===== src/rtl/lrsc_pkg.sv =====
package lrsc_pkg;
  typedef enum logic [1:0] {
    OP_LOAD  = 2'b00,
    OP_STORE = 2'b01,
    OP_LR    = 2'b10,
    OP_SC    = 2'b11
  } mem_op_e;
endpackage


===== src/rtl/lrsc_prio_arb.sv =====
module lrsc_prio_arb #(
  parameter int N_REQ = 4
) (
  input  logic [N_REQ-1:0] elig,
  output logic [N_REQ-1:0] gnt
);
  logic [N_REQ:0] blocked;

  assign blocked[0] = 1'b0;
  for (genvar i = 0; i < N_REQ; i++) begin : g_chain
    assign gnt[i]         = elig[i] & ~blocked[i];
    assign blocked[i + 1] = blocked[i] | elig[i];
  end
endmodule


===== src/rtl/lrsc_resv_table.sv =====
module lrsc_resv_table
  import lrsc_pkg::*;
#(
  parameter int N_CPU  = 4,
  parameter int ADDR_W = 4
) (
  input  logic              clk,
  input  logic              rst_n,
  input  logic [N_CPU-1:0]  act_cpu,
  input  mem_op_e           act_op,
  input  logic [ADDR_W-1:0] act_addr,
  output logic              sc_pass
);
  logic [N_CPU-1:0]  flag_q;
  logic [N_CPU-1:0]  flag_nxt;
  logic [N_CPU-1:0]  hit;
  logic [ADDR_W-1:0] addr_q [N_CPU];
  logic              foreign_kill;

  for (genvar i = 0; i < N_CPU; i++) begin : g_hit
    assign hit[i] = (addr_q[i] == act_addr);
  end

  assign sc_pass      = |(act_cpu & flag_q & hit);
  assign foreign_kill = (act_op == OP_STORE) || ((act_op == OP_SC) && sc_pass);

  for (genvar i = 0; i < N_CPU; i++) begin : g_slot
    logic addr_en;

    always_comb begin
      flag_nxt[i] = flag_q[i];
      if (act_cpu[i]) begin
        if (act_op == OP_LR)      flag_nxt[i] = 1'b1;
        else if (act_op == OP_SC) flag_nxt[i] = 1'b0;
      end else if ((|act_cpu) && foreign_kill && hit[i]) begin
        flag_nxt[i] = 1'b0;
      end
    end

    assign addr_en = act_cpu[i] && (act_op == OP_LR);

    always_ff @(posedge clk or negedge rst_n) begin
      if (!rst_n) flag_q[i] <= 1'b0;
      else        flag_q[i] <= flag_nxt[i];
    end

    always_ff @(posedge clk) begin
      if (addr_en) addr_q[i] <= act_addr;
    end
  end
endmodule


===== src/rtl/lrsc_word_store.sv =====
module lrsc_word_store #(
  parameter int ADDR_W = 4,
  parameter int DATA_W = 32
) (
  input  logic              clk,
  input  logic              we,
  input  logic [ADDR_W-1:0] waddr,
  input  logic [DATA_W-1:0] wdata,
  input  logic [ADDR_W-1:0] raddr,
  output logic [DATA_W-1:0] rdata
);
  localparam int DEPTH = 1 << ADDR_W;

  logic [DATA_W-1:0] mem [DEPTH];

  always_ff @(posedge clk) begin
    if (we) mem[waddr] <= wdata;
  end

  assign rdata = mem[raddr];
endmodule


===== src/rtl/lrsc_monitor.sv =====
module lrsc_monitor
  import lrsc_pkg::*;
#(
  parameter int N_CPU  = 4,
  parameter int ADDR_W = 4,
  parameter int DATA_W = 32
) (
  input  logic                     clk,
  input  logic                     rst_n,
  input  logic [N_CPU-1:0]         req_valid,
  output logic [N_CPU-1:0]         req_ready,
  input  logic [2*N_CPU-1:0]       req_op,
  input  logic [N_CPU*ADDR_W-1:0]  req_addr,
  input  logic [N_CPU*DATA_W-1:0]  req_wdata,
  output logic [N_CPU-1:0]         rsp_valid,
  input  logic [N_CPU-1:0]         rsp_ready,
  output logic [N_CPU*DATA_W-1:0]  rsp_data,
  output logic [N_CPU-1:0]         rsp_ok
);
  logic [1:0]        rst_sync;
  logic              run;
  logic [N_CPU-1:0]  elig;
  logic [N_CPU-1:0]  gnt;
  logic [1:0]        sel_op_raw;
  mem_op_e           sel_op;
  logic [ADDR_W-1:0] sel_addr;
  logic [DATA_W-1:0] sel_wdata;
  logic              sc_pass;
  logic              mem_we;
  logic [DATA_W-1:0] mem_rdata;
  logic [DATA_W-1:0] rsp_data_nxt;
  logic              rsp_ok_nxt;
  logic [N_CPU-1:0]  rsp_valid_q;
  logic [N_CPU-1:0]  rsp_valid_nxt;
  logic [DATA_W-1:0] rsp_data_q [N_CPU];
  logic [N_CPU-1:0]  rsp_ok_q;

  // reset asserts at once, releases on the clock
  always_ff @(posedge clk or negedge rst_n) begin
    if (!rst_n) rst_sync <= 2'b00;
    else        rst_sync <= {rst_sync[0], 1'b1};
  end
  assign run = rst_sync[1];

  assign elig      = req_valid & ~rsp_valid_q & {N_CPU{run}};
  assign req_ready = gnt;

  lrsc_prio_arb #(.N_REQ(N_CPU)) arb_i (
    .elig (elig),
    .gnt  (gnt)
  );

  always_comb begin
    sel_op_raw = '0;
    sel_addr   = '0;
    sel_wdata  = '0;
    for (int i = 0; i < N_CPU; i++) begin
      if (gnt[i]) begin
        sel_op_raw = sel_op_raw | req_op[2*i +: 2];
        sel_addr   = sel_addr   | req_addr[ADDR_W*i +: ADDR_W];
        sel_wdata  = sel_wdata  | req_wdata[DATA_W*i +: DATA_W];
      end
    end
  end
  assign sel_op = mem_op_e'(sel_op_raw);

  lrsc_resv_table #(.N_CPU(N_CPU), .ADDR_W(ADDR_W)) resv_i (
    .clk      (clk),
    .rst_n    (run),
    .act_cpu  (gnt),
    .act_op   (sel_op),
    .act_addr (sel_addr),
    .sc_pass  (sc_pass)
  );

  assign mem_we = (|gnt) && ((sel_op == OP_STORE) || ((sel_op == OP_SC) && sc_pass));

  lrsc_word_store #(.ADDR_W(ADDR_W), .DATA_W(DATA_W)) mem_i (
    .clk   (clk),
    .we    (mem_we),
    .waddr (sel_addr),
    .wdata (sel_wdata),
    .raddr (sel_addr),
    .rdata (mem_rdata)
  );

  always_comb begin
    rsp_data_nxt  = ((sel_op == OP_LOAD) || (sel_op == OP_LR)) ? mem_rdata : '0;
    rsp_ok_nxt    = !((sel_op == OP_SC) && !sc_pass);
    rsp_valid_nxt = gnt | (rsp_valid_q & ~rsp_ready);
  end

  always_ff @(posedge clk or negedge run) begin
    if (!run) rsp_valid_q <= '0;
    else      rsp_valid_q <= rsp_valid_nxt;
  end

  for (genvar i = 0; i < N_CPU; i++) begin : g_rsp
    always_ff @(posedge clk) begin
      if (gnt[i]) begin
        rsp_data_q[i] <= rsp_data_nxt;
        rsp_ok_q[i]   <= rsp_ok_nxt;
      end
    end
    assign rsp_data[DATA_W*i +: DATA_W] = rsp_data_q[i];
  end

  assign rsp_valid = rsp_valid_q;
  assign rsp_ok    = rsp_ok_q;
endmodule


===== config.mk =====
export PLATFORM = sky130hd
export DESIGN_NAME = lrsc_monitor
export DESIGN_NICKNAME = d
export VERILOG_FILES = /design/src/rtl/lrsc_pkg.sv /design/src/rtl/lrsc_prio_arb.sv /design/src/rtl/lrsc_resv_table.sv /design/src/rtl/lrsc_word_store.sv /design/src/rtl/lrsc_monitor.sv
export SDC_FILE = /design/constraint.sdc
export NUM_CORES = 1
export LEC_CHECK = 0
export BUFFER_PORTS_ARGS = -buffer_cell sky130_fd_sc_hd__buf_4
export CORE_AREA = 2 2 262 264
export CTS_BUF_LIST = sky130_fd_sc_hd__clkbuf_8 sky130_fd_sc_hd__clkbuf_16
export DETAILED_ROUTE_END_ITERATION = 10
export DIE_AREA = 0 0 264 266
export PLACE_DENSITY_LB_ADDON = 0.15
export SETUP_SLACK_MARGIN = 0.2
export SYNTH_ARGS = -nofsm -noshare
export SYNTH_HDL_FRONTEND = slang
export SYNTH_SLANG_ARGS = --single-unit

===== constraint.sdc =====
create_clock -name clk -period 10 [get_ports clk]
set_clock_uncertainty 0.1 [all_clocks]
set_input_delay 2 -clock clk [delete_from_list [all_inputs] [get_ports clk]]
set_output_delay 2 -clock clk [all_outputs]
set_load 0.01 [all_outputs]

==> impl_metrics.json, run 1 <==
{
  "status": "finished clean",
  "synth_edf_count": 660,
  "ys_ff_latch": 670,
  "ys_top_cells_by_area": "edfxtp_1 74%, nand2_1 6.6%, a211oi_1 3.9%",
  "yosysTopAreaCell": "edfxtp_1",
  "drtAntennaViolNets": 0,
  "final_cell_mix": "660 x edfxtp_1, 467 x nand2_1, 345 x buf_4",
  "io_buffers": 301,
  "seq_area_um2": 20100,
  "ctsLongestPathBuffers": 3,
  "tns_ps": 0,
  "cap_violations": 0,
  "worstPathMaxFanout": 65,
  "die-width_um": 264,
  "vias_per_cell": 5.53,
  "min_period_over_period": 0.624,
  "slew_viol_final": 0,
  "setup_violations": 0,
  "layout_min_cycle_time_ps": 6240,
  "p_leak_nw": 11.5,
  "synthFlopType": "edfxtp_1",
  "hold_class": "reg -> async",
  "async_reset_ff_frac": 0.0149,
  "clk_latency_ps": 620,
  "reg2reg_slack_ps": 4460,
  "power_density_nw_per_um2": 201,
  "critPathCaptureType": "flop",
  "route.detailed.drc": 0,
  "finalHoldViolCount": 0,
  "post_dp_cell_area_um2": 30100,
  "gp_congestion": 0.844,
  "tightest_slew_ps": 1280,
  "grt_pass1_wl_mm": 110,
  "syn_inst": 1928,
  "multi_input_area_um2": 6050,
  "relSlewSlack": 0.149,
  "rsz0062_at_grt": "false",
  "antenna_found_initial": 1,
  "grt_max_degree": 216,
  "ys_seq_area_frac": 0.750,
  "die-area_um2": 70200,
  "cts_hold_buf": 0,
  "fillers": 5933,
  "antenna_cells": 0,
  "syn_area_per_cell_um2": 13.9,
  "die_y_um": 266,
  "num-nets-final": 2366,
  "final_common_cell": "edfxtp_1",
  "path_clk_slew_ps": 60,
  "cts_sinks": 670,
  "synth_fp_nets": 2090,
  "grt-ovfl-total": 0,
  "critPathRequiredTime_ps": 10150,
  "dr.first_iter.drc_count": 1440,
  "rows": 96,
  "synth_area_um2": 26700,
  "cts_tree": "done",
  "final_cell_area_um2": 32300,
  "area_delta_synth_final_pct": 20.6,
  "critPathArrivalTime_ps": 6390,
  "io_pins": 302,
  "synth_top_area_frac": 0.741,
  "crit_type": "in -> reg",
  "wirelength_mm": 74.2,
  "post_cts_buffers": 0,
  "htreeDepth": 3,
  "first_pass_iters": 7,
  "first_global_vias": 17000,
  "start_kind": "input port",
  "clockRootBuffer": "clkbuf_16",
  "cts-buffers-inserted": 72,
  "finalCoreUtilization": 0.476,
  "fmax_mhz": 160,
  "vdd_drop_max_mv": 0.0999,
  "dpl.hpwl_mm": 41.2,
  "coreArea_um2": 67700,
  "gr-usage-all-layers": 0.210,
  "initial_core_util": 0.395,
  "wl_per_cell_um": 23.7,
  "drive_above_1_share": 0.211,
  "cts_resized": 0,
  "ys_warn_count": 0,
  "vias": 17300,
  "synthDistinctLibCells": 47
}
path summary, 6_finish.rpt:
kind	start	endpoint	cells past startpoint
worst max-delay path	req_valid[0]	mem_i.mem[7][16]$_DFFE_PP_	13
worst min-delay path	rst_sync[1]$_DFF_PN0_	rsp_valid[0]$_DFF_PN0_	0
worst max register to register	rst_sync[1]$_DFF_PN0_	mem_i.mem[7][16]$_DFFE_PP_	12
worst min register to register	rst_sync[1]$_DFF_PN0_	rsp_valid[0]$_DFF_PN0_	0
max in group asynchronous	rst_n	rst_sync[0]$_DFF_PN0_	1
min in group clk	rst_sync[0]$_DFF_PN0_	rst_sync[1]$_DFF_PN0_	0
cells by family (layout without fill, tap and decap cells):
group / after synthesis / in the layout / synth area share
other: 1 / 1 / 0.000140
muxes: 3 / 3 / 0.00122
xor gates and xnor gates: 8 / 8 / 0.00262
and+or+nand+nor: 650 / 650 / 0.103
AOI/OAI and AO/OA: 379 / 379 / 0.111
buffers and inverters: 217 / 541 / 0.0322
DFF: 670 / 670 / 0.750
Yosys cell counts (2+ instances only):
library cell / number
edfxtp_1: 660
buf_6: 2
inv_1: 69
o21ai_0: 2
buf_2: 19
nand4b_1: 3
nand2_1: 467
nor2b_1: 2
a41o_1: 3
and3b_1: 5
a21o_1: 3
nand4_1: 9
nand2b_1: 5
a311oi_1: 64
a32oi_1: 4
o22ai_1: 35
and4b_1: 3
dfrtp_1: 10
xnor2_1: 8
nand3_1: 141
a21oi_1: 4
and2_1: 2
clkbuf_1: 114
o41ai_1: 2
a211o_1: 8
a2bb2oi_1: 4
nor2_1: 6
nor3_1: 4
mux2_2: 2
a222oi_1: 32
a31oi_1: 66
buf_1: 7
buf_4: 2
a2111oi_2: 4
inv_2: 4
a211oi_1: 140
a31o_2: 3
worst max-delay path, stage by stage:
cell,delay (ps)
buf_4,110
nor2b_1,280
nor3_4,40
buf_4,280
a21oi_4,170
buf_4,690
inv_2,350
xnor2_1,290
nand4b_1,160
and4_1,240
buf_4,270
a211oi_4,920
buf_4,510
where the power goes:
group	leakage (nW)	switching, mW	internal [mW]
Clock	1.12	1.05	1.40
Combinational	4.13	0.533	0.232
Sequential	6.23	0.0220	3.24
cell type report:
cell class	count	share of cell area
Tap cell	882	0.0342
Sequential cell	670	0.622
Clock buffer	73	0.0566
Inverter	73	0.00880
Timing Repair Buffer	346	0.0809
Clock inverter	49	0.0100
Multi-Input combinational cell	1041	0.187
per-stage QoR:
step | total power [mW] | instances | hold WS [ps] | setup slack, ps
finish | 6.47 | 3134 | 213 | 3760
global route | 6.72 | 3134 | 264 | 3570
CTS | 6.55 | 3134 | 212 | 3780
detailed placement | 4.09 | 3012 | 231 | 3180
global placement | 4.08 | 3012 | 215 | 3260
floorplan | 3.75 | 1928 | 35.2 | 3350
registers in the layout, summed over array words and instances (netlist names):
| register | count |
|---|---|
| mem_i.mem | 512 |
| rsp_data_q | 128 |
| resv_i.addr_q | 16 |
| resv_i.flag_q | 4 |
| rsp_ok | 4 |
| rsp_valid | 4 |
| rst_sync | 2 |
per-layer routing:
metal  track usage  part of all wire
met1         0.280              0.43
met2         0.360              0.50
met3        0.0274             0.048
met4        0.0639             0.023
met5             0                 0
Power figures use the tool's default switching activity.
==> run 2: changes to the inputs <==
Clock period 10 ns to 6.2 ns, I/O delays scaled along.
==> run 2 against run 1 <==
  * Via count is 1.1% higher
  * Highest routed layer unchanged
  * Utilization is 0.41 points higher
  * Sequential power is 61% higher
  * Critical path depth is 3 lower
  * Cell area is 0.86% higher
  * Register-to-register slack worse by 2800 ps
  * Global-route usage hardly changed
  * Clock power is 70% higher
  * Worst hold slack worse by 7.5 ps
  * Count of clock-buffer cells in the layout is 4 higher
  * Largest cell class unchanged
  * Sequential share of layout area is 0.53 points lower
==> impl_metrics.json, run 2 (synthesized netlist as in run 1, its figures left out) <==
{
  "status": "finished clean",
  "path_cells": "inv_2 -> nor3_4 -> buf_4 -> nand3_1 -> a32oi_1 -> nand4b_1 -> and4_1 -> buf_4 -> a211oi_4 -> buf_4",
  "fillers": 5966,
  "cts-buffers-inserted": 72,
  "first_global_vias": 17700,
  "dr.first_iter.drc_count": 1565,
  "power_density_nw_per_um2": 329,
  "vias": 17500,
  "cts_sinks": 670,
  "coreArea_um2": 67700,
  "reg2reg_slack_ps": 1640,
  "top_register": "mem_i.mem",
  "total_power_mw": 10.7,
  "grt_pass1_wl_mm": 111,
  "setup_violations": 0,
  "die-area_um2": 70200,
  "gp_congestion": 0.863,
  "seq_area_um2": 20100,
  "final_cell_area_um2": 32500,
  "regToRegEndpoint": "mem_i.mem[8][4]$_DFFE_PP_",
  "cpMostUsedCell": "buf_4",
  "io_buffers": 301,
  "route.detailed.drc": 0,
  "first_pass_iters": 6,
  "wirelength_mm": 74.3,
  "r2r-start": "rst_sync[1]$_DFF_PN0_",
  "reg_top3": "mem_i.mem x512, rsp_data_q x128, resv_i.addr_q x16",
  "critPathArrivalTime_ps": 4690,
  "finalHoldViolCount": 0,
  "ctsLongestPathBuffers": 3,
  "worstPathMaxFanout": 44,
  "vias_per_cell": 5.56,
  "clockRootBuffer": "clkbuf_16",
  "die_y_um": 266,
  "clk_latency_ps": 600,
  "num-nets-final": 2377,
  "die-width_um": 264,
  "rows": 96,
  "area_delta_synth_final_pct": 21.7,
  "finalCoreUtilization": 0.480,
  "critPathRequiredTime_ps": 6330,
  "path_clk_slew_ps": 60,
  "critPathCaptureType": "flop",
  "rsz0062_at_grt": "false",
  "antenna_cells": 0,
  "vdd_drop_max_mv": 0.192,
  "cpMaxStageDelayCell": "dfrtp_1",
  "tightest_slew_ps": 1050,
  "initial_core_util": 0.395,
  "grt-ovfl-total": 0,
  "gr-usage-all-layers": 0.210,
  "io_pins": 302,
  "tns_ps": 0,
  "relSlewSlack": 0.298,
  "min_period_over_period": 0.736,
  "slew_viol_final": 0,
  "multi_input_area_um2": 6050,
  "wl_per_cell_um": 23.6,
  "dpl.hpwl_mm": 44.7,
  "post_dp_cell_area_um2": 30200,
  "htreeDepth": 3,
  "final_cell_mix": "660 x edfxtp_1, 467 x nand2_1, 353 x buf_4",
  "cts_resized": 0,
  "layout_min_cycle_time_ps": 4560,
  "p_leak_nw": 11.6,
  "final_common_cell": "edfxtp_1",
  "start_kind": "flop",
  "grt_max_degree": 195,
  "hold_class": "reg -> async",
  "crit_type": "reg -> reg",
  "cts_hold_buf": 0,
  "post_cts_buffers": 0,
  "max_stage_delay_ps": 830,
  "largest_register_ffs": 512,
  "fmax_mhz": 219,
  "antenna_found_initial": 1,
  "cts_tree": "done",
  "drive_above_1_share": 0.216,
  "cap_violations": 0,
  "drtAntennaViolNets": 0,
  "reg2reg_depth": 10
}
## run 2: cell count changes in the layout (fill, tap and decap cells not counted), moves of 2 or more
| cell | delta |
|---|---|
| clkbuf_16 | +2 |
| buf_4 | +8 |
| clkbuf_8 | +2 |
| clkinv_4 | -2 |
| clkinv_2 | -2 |
| inv_6 | +3 |
| clkinv_1 | +5 |
| buf_12 | +3 |
| bufinv_16 | +3 |
| inv_1 | -2 |
| clkinv_8 | -2 |
## run 2: cell type report
cell class | instances | area share
multi-input combinational | 1041 | 0.186
inverter | 73 | 0.00873
clock inverter | 53 | 0.0123
clock buffer | 77 | 0.0585
sequential | 670 | 0.617
tap | 882 | 0.0339
timing repair buffer | 357 | 0.0839
## run 2: worst max-delay path by stage
stage | from | to | slack [ps] | cells after the start
final | rst_sync[1]$_DFF_PN0_ | mem_i.mem[8][4]$_DFFE_PP_ | 1640 | 10
after global routing | rst_sync[1]$_DFF_PN0_ | mem_i.mem[9][9]$_DFFE_PP_ | 1420 | 10
after CTS | rst_sync[1]$_DFF_PN0_ | mem_i.mem[8][8]$_DFFE_PP_ | 1650 | 10
after detailed placement | req_valid[1] | mem_i.mem[9][17]$_DFFE_PP_ | 1160 | 11
after global placement | req_valid[1] | mem_i.mem[9][12]$_DFFE_PP_ | 1160 | 11
after floorplan | req_valid[1] | mem_i.mem[10][0]$_DFFE_PP_ | 310 | 10
## run 2: worst max-delay path, delay by kind of cell (launching register included)
| family | cells | cell delay [ps] |
|---|---|---|
| and+or+nand+nor | 4 | 1210 |
| AOI/OAI and AO/OA | 2 | 470 |
| DFF | 1 | 830 |
| buffers and inverters | 4 | 1540 |
## run 2: power breakdown
| part | switching [mW] | internal (mW) | leakage [nW] |
|---|---|---|---|
| clock | 1.71 | 2.46 | 1.19 |
| combinational | 0.888 | 0.379 | 4.21 |
| sequential | 0.0343 | 5.22 | 6.23 |
| total | 2.63 | 8.06 | 11.6 |
## run 2: per-stage QoR
stage / instances / hold slack (ps) / worst slack (ps)
after floorplan: 1928 / 35.2 / 314
after global placement: 3023 / 216 / 1160
after detailed placement: 3023 / 219 / 1160
after CTS: 3153 / 214 / 1650
after global routing: 3153 / 247 / 1420
final: 3153 / 205 / 1640
## run 2: routing by layer
metal	routed length, um	vias up	track usage
met1	31500	8946	0.272
met4	1760	0	0.0679
met2	37800	507	0.368
li1	-	7974	-
met5	0	-	0
met3	3340	105	0.0257
==> run 3: changes to the inputs <==
Clock period 6.2 ns to 4.4 ns, I/O delays scaled along.
==> run 3 against run 2 <==
  * Non-clock buffer count grew 37
  * Flip-flop and latch count stayed put
  * Highest routed layer unchanged
  * Clock power is 32% higher
  * Largest cell class unchanged
  * Via count up 0.43%
  * Cell area rose by 1.4%
  * Count of clock-buffer cells in the layout fell by 3
  * Global-route usage decreased by 0.52 points
  * Maximum frequency increased by 20%
  * Register-to-register slack worse by 1000 ps
  * Combinational power up 46%
==> impl_metrics.json, run 3 (synthesized netlist as in run 1, its figures left out) <==
{
  "status": "finished clean",
  "die_y_um": 266,
  "gr-usage-all-layers": 0.205,
  "cts_sinks": 670,
  "fin_ws_ps": 606,
  "wl_per_cell_um": 22.8,
  "critPathRequiredTime_ps": 4630,
  "critPathCaptureType": "flop",
  "vias": 17600,
  "finalHoldViolCount": 0,
  "final_cell_mix": "660 x edfxtp_1, 467 x nand2_1, 365 x buf_4",
  "tns_ps": 0,
  "setup_violations": 0,
  "coreArea_um2": 67700,
  "slew_viol_final": 0,
  "first_pass_iters": 6,
  "area_delta_synth_final_pct": 23.4,
  "io_buffers": 301,
  "gp_congestion": 0.842,
  "worstPathMaxFanout": 34,
  "vdd_drop_max_mv": 0.285,
  "post_cts_buffers": 0,
  "rows": 96,
  "die-width_um": 264,
  "max_stage_delay_ps": 610,
  "clk_latency_ps": 610,
  "dp_slack_ps": 152,
  "cap_violations": 0,
  "reg2reg_depth": 10,
  "dpl.hpwl_mm": 42.1,
  "final_common_cell": "edfxtp_1",
  "rsz0062_at_grt": "false",
  "grt_max_degree": 130,
  "dr.first_iter.drc_count": 1536,
  "power_density_nw_per_um2": 447,
  "start_kind": "flop",
  "num-nets-final": 2414,
  "final_cell_area_um2": 33000,
  "drive_above_1_share": 0.228,
  "tightest_slew_ps": 1040,
  "path_cells": "inv_2 -> nor3_4 -> a221oi_4 -> inv_6 -> buf_4 -> buf_4 -> a211oi_1 -> a311oi_1 -> a31oi_1 -> o22ai_1",
  "grt_pass1_wl_mm": 109,
  "wirelength_mm": 72.5,
  "min_period_over_period": 0.862,
  "grt-ovfl-total": 0,
  "antenna_found_initial": 0,
  "io_pins": 302,
  "crit_type": "reg -> reg",
  "reg_top3": "mem_i.mem x512, rsp_data_q x128, resv_i.addr_q x16",
  "htreeDepth": 3,
  "largest_register_ffs": 512,
  "die-area_um2": 70200,
  "critical_path.top_delay_family": "buffers and inverters",
  "relSlewSlack": 0.308,
  "regToRegEndpoint": "rsp_data_q[3][12]$_DFFE_PN_",
  "cp_num_buf_inv": 4,
  "top_register": "mem_i.mem",
  "critPathArrivalTime_ps": 4020,
  "cpMostUsedCell": "buf_4",
  "initial_core_util": 0.395,
  "finalCoreUtilization": 0.487,
  "fmax_mhz": 264,
  "p_leak_nw": 11.8,
  "reg2reg_slack_ps": 610,
  "first_global_vias": 17300,
  "drtAntennaViolNets": 0,
  "hold_class": "reg -> async",
  "r2r-start": "rst_sync[1]$_DFF_PN0_",
  "route.detailed.drc": 0,
  "cts_tree": "done",
  "cts-buffers-inserted": 72,
  "layout_min_cycle_time_ps": 3790,
  "ctsLongestPathBuffers": 3,
  "path_clk_slew_ps": 60,
  "post_dp_cell_area_um2": 30800,
  "cpMaxStageDelayCell": "dfrtp_1",
  "clockRootBuffer": "clkbuf_16",
  "vias_per_cell": 5.53
}
[run 3: cell types whose count changed in the layout (fill, tap and decap cells not counted), sizes merged]
cell	previous run	this run
buf	357	393
bufinv	6	2
clkbuf	77	74
clkinvlp	2	3
diode	0	1
dlygate4sd3	0	1
inv	93	94
[run 3: what timing repair did]
action,4_1_cts,5_1_grt
gates resized for setup,0,0
hold buffers,1,0
setup endpoints to repair,0,0
hold endpoints to repair,2,0
[run 3: per-stage QoR]
stage	total power, mW	cells	hold slack, ps
after floorplan	8.53	1928	35.2
after global placement	9.37	3059	75.1
after detailed placement	9.41	3059	76.5
after CTS	14.9	3185	63.0
after global routing	15.4	3185	96.9
final	14.8	3186	61.0
[run 3: worst max path at each step]
stage	from	to	slack, ps	cells after the start
after CTS	rst_sync[1]$_DFF_PN0_	req_ready[3]	600	5
after global routing	rst_sync[1]$_DFF_PN0_	rsp_data_q[3][12]$_DFFE_PN_	320	10
after floorplan	req_valid[3]	mem_i.mem[5][0]$_DFFE_PP_	-50	11
after detailed placement	req_valid[1]	rsp_data_q[0][12]$_DFFE_PN_	150	11
final	rst_sync[1]$_DFF_PN0_	rsp_data_q[3][12]$_DFFE_PN_	610	10
after global placement	req_valid[1]	rsp_data_q[3][21]$_DFFE_PN_	190	12
[run 3: where the power goes]
group          switching, mW  total [mW]  internal [mW]  leakage, nW
clock                   2.35        5.51           3.15         1.11
sequential            0.0469        7.40           7.36         6.23
combinational           1.23        1.85          0.621         4.49
[run 3: area by class of cell]
cell class              count  area (um^2)
inverters                  73          287
flip-flops and latches    670        20100
diodes                      1         2.50
repair buffers            394         3310
clock buffers              74         1850
fillers                  5956        34700
multi-input cells        1041         6090
clock inverters            51          295
well taps                 882         1100
[run 3: routing by layer]
layer	vias up	part of all wire	track usage
met4	0	0.019	0.0568
met3	89	0.052	0.0347
met2	526	0.50	0.349
met1	8929	0.43	0.272
li1	8063	-	-
met5	-	0	0
[run 3: worst register-to-register path: cells and delay by family, from the launching register on]
kind,cells,cell delay [ps]
flops,1,610
buf+inv,4,1210
compound gates,5,1130
simple gates,1,470
